--- config.mk ---
export PLATFORM = sky130hd
export DESIGN_NAME = fir_cascade
export DESIGN_NICKNAME = d
export VERILOG_FILES = /design/src/rtl/fir_cascade.sv
export SDC_FILE = /design/constraint.sdc
export NUM_CORES = 2
export LEC_CHECK = 0
export ABC_AREA = 0
export BUFFER_PORTS_ARGS = -buffer_cell sky130_fd_sc_hd__buf_2
export CAP_MARGIN = 40
export CORE_MARGIN = 3
export CORE_UTILIZATION = 65
export CTS_BUF_LIST = sky130_fd_sc_hd__clkbuf_4 sky130_fd_sc_hd__clkbuf_8 sky130_fd_sc_hd__clkbuf_16
export DETAILED_ROUTE_END_ITERATION = 8
export HOLD_SLACK_MARGIN = 0.1
export PLACE_DENSITY = 0.87
export SLEW_MARGIN = 20
export SYNTH_ARGS = -nofsm -noshare
export SYNTH_HDL_FRONTEND = slang
export SYNTH_SLANG_ARGS = --single-unit
export TNS_END_PERCENT = 10
--- constraint.sdc ---
create_clock -name clk -period 9.4 [get_ports clk]
set_input_delay 0.47 -clock clk [delete_from_list [all_inputs] [get_ports clk]]
set_output_delay 0.47 -clock clk [all_outputs]
set_load 0.01 [all_outputs]
--- src/rtl/fir_cascade.sv ---
module fir_cascade #(
  parameter int NTAPS    = 4,
  parameter int DW       = 16,
  parameter int CW       = 18,
  parameter int AW       = 48,
  parameter int IN_STAGE = 1
) (
  input  logic                           clk,
  input  logic                           rst,
  input  logic                           in_valid,
  input  logic signed [DW-1:0]           in_sample,
  input  logic                           coef_we,
  input  logic [$clog2(NTAPS+1)-1:0]     coef_idx,
  input  logic signed [CW-1:0]           coef_data,
  output logic                           out_valid,
  output logic signed [AW-1:0]           out_sample
);
  localparam int IW   = $clog2(NTAPS+1);
  localparam int PW   = DW + CW;
  localparam int LAT  = NTAPS + ((IN_STAGE != 0) ? 1 : 0);
  localparam int FILL = LAT + NTAPS - 1;
  localparam int CNTW = $clog2(FILL + 1);

  logic [NTAPS-1:0][CW-1:0] coef;
  logic [CNTW-1:0]          fill_cnt;
  logic                     ce_in;

  assign ce_in = (IN_STAGE != 0) ? in_valid : 1'b0;

  always_ff @(posedge clk)
    if (coef_we && !in_valid)
      for (int k = 0; k < NTAPS; k++)
        if (coef_idx == IW'(k)) coef[k] <= coef_data;

  always_ff @(posedge clk)
    if (rst) begin
      fill_cnt  <= '0;
      out_valid <= 1'b0;
    end else begin
      out_valid <= in_valid && (fill_cnt == CNTW'(FILL));
      if (in_valid && fill_cnt != CNTW'(FILL)) fill_cnt <= fill_cnt + 1'b1;
    end

  for (genvar k = 0; k < NTAPS; k++) begin : tap
    logic signed [DW-1:0] xin, d1, d2, a, opnd;
    logic signed [PW-1:0] prod, m;
    logic signed [AW-1:0] pin, p;

    if (k == 0) begin : g_head
      assign xin = in_sample;
      assign pin = '0;
    end else begin : g_link
      assign xin = tap[k-1].d2;
      assign pin = tap[k-1].p;
    end

    always_ff @(posedge clk)
      if (in_valid) begin
        d1 <= xin;
        d2 <= d1;
      end

    always_ff @(posedge clk)
      if (ce_in) a <= xin;

    if (IN_STAGE != 0) begin : g_opreg
      assign opnd = a;
    end else begin : g_opdir
      assign opnd = xin;
    end

    assign prod = opnd * $signed(coef[k]);

    always_ff @(posedge clk)
      if (in_valid) m <= prod;

    always_ff @(posedge clk)
      if (rst)           p <= '0;
      else if (in_valid) p <= pin + {{(AW-PW){m[PW-1]}}, m};
  end

  assign out_sample = tap[NTAPS-1].p;
endmodule


==> key figures <==
Run status
  • Status: complete, but fails checks
  • Failing checks: DRC

CTS
  • Clk sinks: between 400 and 500
  • CTS Buffer Depth: 3
  • Clock root buffer: clkbuf_16
  • Clock tree from TritonCTS: built
  • Total setup buffers inserted after CTS: 0
  • Clock latency at the later pin of the worst-skew pair: roughly 0.67 ns
  • TritonCTS Buffers: 53
  • # H-tree levels: 2
  • Worst-path clk slew: 0.06 ns

Yosys
  • Synth top area share: 36.3%
  • Post-Syn Instances: 6454
  • Cell area after synthesis: 64200 um^2
  • Sequential area share after synthesis: between 20% and 30%
  • Post-Synth XOR/XNOR Area: 3.21%
  • Syn Nets: 8120
  • Post-synthesis adder-cell area fraction: 45.3%
  • Post-Syn Area per Cell: just under 10 um^2
  • Largest family of logic cells by synthesized area: adder cells
  • Simple-gate area share of the yosys netlist: 13.3%
  • Yosys warns: 0
  • Yosys top cell by area: fa_1
  • Synth top area cells: fa_1, edfxtp_1, ha_1, inv_1, and2_1
  • Yosys reg bits: 490
  • Async SR Flop Fraction: 0%
  • Compound-Gate Fraction of Synth Area: 7.31%
  • Mux share of post-synthesis cell area: 1.56%
  • Cell variety after synth: 84
  • Post-synth EDFFs: 320
  • Top FF cell, synth: edfxtp_1

Setup path
  • Worst EP arrival: 7.55 ns
  • WP data required: 9.77 ns
  • Worst-path fanout max: 19
  • Flop2flop setup slack: 2.22 ns
  • Worst reg2reg startpoint: tap[1].a[4]$_DFFE_PP_
  • Cell mode on critical path: fa_1
  • Crit-path max cell delay: about 0.76 ns
  • Crit path kind: reg -> reg
  • Crit-path slowest cell: edfxtp_1
  • Setup crit start kind: register
  • Setup crit start: tap[1].a[4]$_DFFE_PP_
  • Element type at the critical path end: register
  • Crit Reg-Reg Endpoint: tap[1].m[33]$_DFFE_PP_
  • Reg2reg path depth: 22
  • Worst-path cell chain: and2_1, fa_1, inv_1, fa_1, fa_1, inv_1, fa_1, fa_1, inv_1, fa_1, inv_1, ha_1, a211o_1, a21oi_1, o21ai_0, o21ai_1, a21oi_1, a41oi_1, a22oi_1, a221o_1, a21oi_1, xnor2_1

Worst hold path
  • Hold Startpoint: coef_data[0]
  • Worst Hold Path Cells: 1
  • Hold endpoint: coef[54]$_DFFE_PP_
  • Hold Path Class: in -> reg

Drt
  • Final ANT Viol Nets: 0
  • Final wirelength: ~160000 um
  • WL per Instance: 20.8 um
  • DR vias: 45800
  • Via density: 5.91
  • Drt first-iter violations: 4173
  • DR pass1 iterations: 8
  • Residual DRC: 2

Timing
  • Final setup viols: 0
  • Final hold vios: 0
  • Max-slew violation count: 0
  • RSZ-0062 raised after global routing: no
  • Worst Max-Slew Pin Slew: 1.09 ns
  • Tmin final: 7.18 ns
  • Max-slew headroom: 27.4%
  • Final period util: about 76%
  • Worst Clk Skew: 0.0387 ns
  • Setup Total Neg Slack: 0 ns
  • F_max: 0.139 GHz

Final layout
  • Most frequent cells in the layout: inv_1, fa_1, nand2_1
  • Fin util: 69.7%
  • Layout Nets: 8084
  • Fraction of layout instances using a drive strength above 1: 3.90%
  • Multi-input logic area: 45400 um^2
  • Layout area overhead: 5.73%
  • Filler cell count: around 6700
  • Register Area: 13000 um^2
  • Commonest non-fill, non-tap cell in the layout: inv_1

Place
  • PortBufs: between 80 and 90
  • DPL Wire Length: 125000 um
  • Routability cong.: 0.950

Global route
  • GRT Total Usage: 32.1%
  • GRT overflow: 0
  • First-pass GRT wire length: about 260000 um
  • Largest net degree at the start of global routing: ~180
  • Initial antenna violation count: 13
  • Vias in the first global route: slightly below 50000

Floorplanning
  • Die Y: 320 um
  • Die span in x: 320 um
  • # IOs: 90
  • Starting Density: 66.0%
  • Die area: 103000 um^2
  • Placeable Area: 97300 um^2
  • Rows: ~110

Job
  • Max-capacitance violation count: 0
layout make-up:
type,instances,share of cell area [%]
multi-input combinational,4423,66.9
sequential,490,19.2
inverter,1324,7.33
tap,1276,2.35
clock buffer,68,2.24
timing repair buffer,126,1.30
clock inverter,32,0.682
antenna,7,0.0258
synthesized netlist by cell type, types with 7 or more instances:
cell type,number
nand3_1,49
nand2b_1,39
o21ai_1,15
buf_1,18
and3_1,24
o21ai_0,97
inv_1,1323
and2_1,560
xor2_1,62
ha_1,462
a211o_1,9
or3_1,11
clkbuf_1,199
xnor2_1,173
o21bai_1,31
a21oi_1,212
nor4_1,7
a31oi_1,17
fa_1,1163
nand4_1,10
mux2i_1,99
dfxtp_1,170
edfxtp_1,320
nand2_1,672
o21a_1,46
nor3_1,33
nor2b_1,35
a21o_1,106
o31a_1,7
a211oi_1,29
a31o_2,8
o211ai_1,15
nor2_1,304
o31ai_1,9
state kept, by name, indices dropped and copies added, names as in the netlist:
signal / flops
out_sample: 48
out_valid: 1
coef: 72
tap.a: 64
tap.m: 136
tap.p: 117
fill_cnt: 4
tap.d2: 48
worst max path at each step:
| stage | slack, ns | to | depth (start not counted) |
|---|---|---|---|
| 2_1_floorplan | 3.04 | tap[1].m[33]$_DFFE_PP_ | 22 |
| 3_3_place_gp | 2.54 | tap[0].m[32]$_DFFE_PP_ | 21 |
| 3_5_place_dp | 2.37 | tap[1].m[33]$_DFFE_PP_ | 22 |
| 4_1_cts | 2.31 | tap[1].m[33]$_DFFE_PP_ | 22 |
| 5_1_grt | 1.83 | tap[2].m[27]$_DFFE_PP_ | 22 |
| 6_report | 2.22 | tap[1].m[33]$_DFFE_PP_ | 22 |
timing repair:
item | 4_1_cts | 5_1_grt
resized for setup | 0 | 0
hold buffers | 16 | 0
hold endpoints to repair | 16 | 0
per-layer routing:
layer	track usage (%)	vias up	share of wire (%)
li1	-	19900	-
met1	39.6	23000	36
met2	53.0	2300	48
met3	6.14	586	8.7
met4	19.4	6	6.9
met5	0	-	0.036
kinds of logic after synthesis:
logic type                 count (synthesis)
AOI/OAI and AO/OA                        695
xor gates and xnor gates                 235
adders and majority gates               1625
buffers and inverters                   1541
DFF                                      490
muxes                                    100
and+or+nand+nor                         1768
metrics by stage:
stage	area (um^2)	hold slack (ns)	instances	worst slack (ns)
detailed placement	65600	0.405	7616	2.37
finish	67800	0.201	7746	2.22
floorplan	64200	0.400	6454	3.04
CTS	67700	0.143	7732	2.31
global placement	65500	0.401	7612	2.54
global route	67800	0.182	7739	1.83
worst max-delay path, delay by kind of cell, from the launching register on:
family / cells / cell delay, ns
buffers and inverters: 4 / 0.21
DFF: 1 / 0.76
and+or+nand+nor: 1 / 0.32
AOI/OAI and AO/OA: 9 / 2.11
xor gates and xnor gates: 1 / 0.10
adders and majority gates: 7 / 3.37
Power is left out: the tool's default activity adds up to more than one toggle a clock period on the data nets, which glitch-free logic cannot reach.
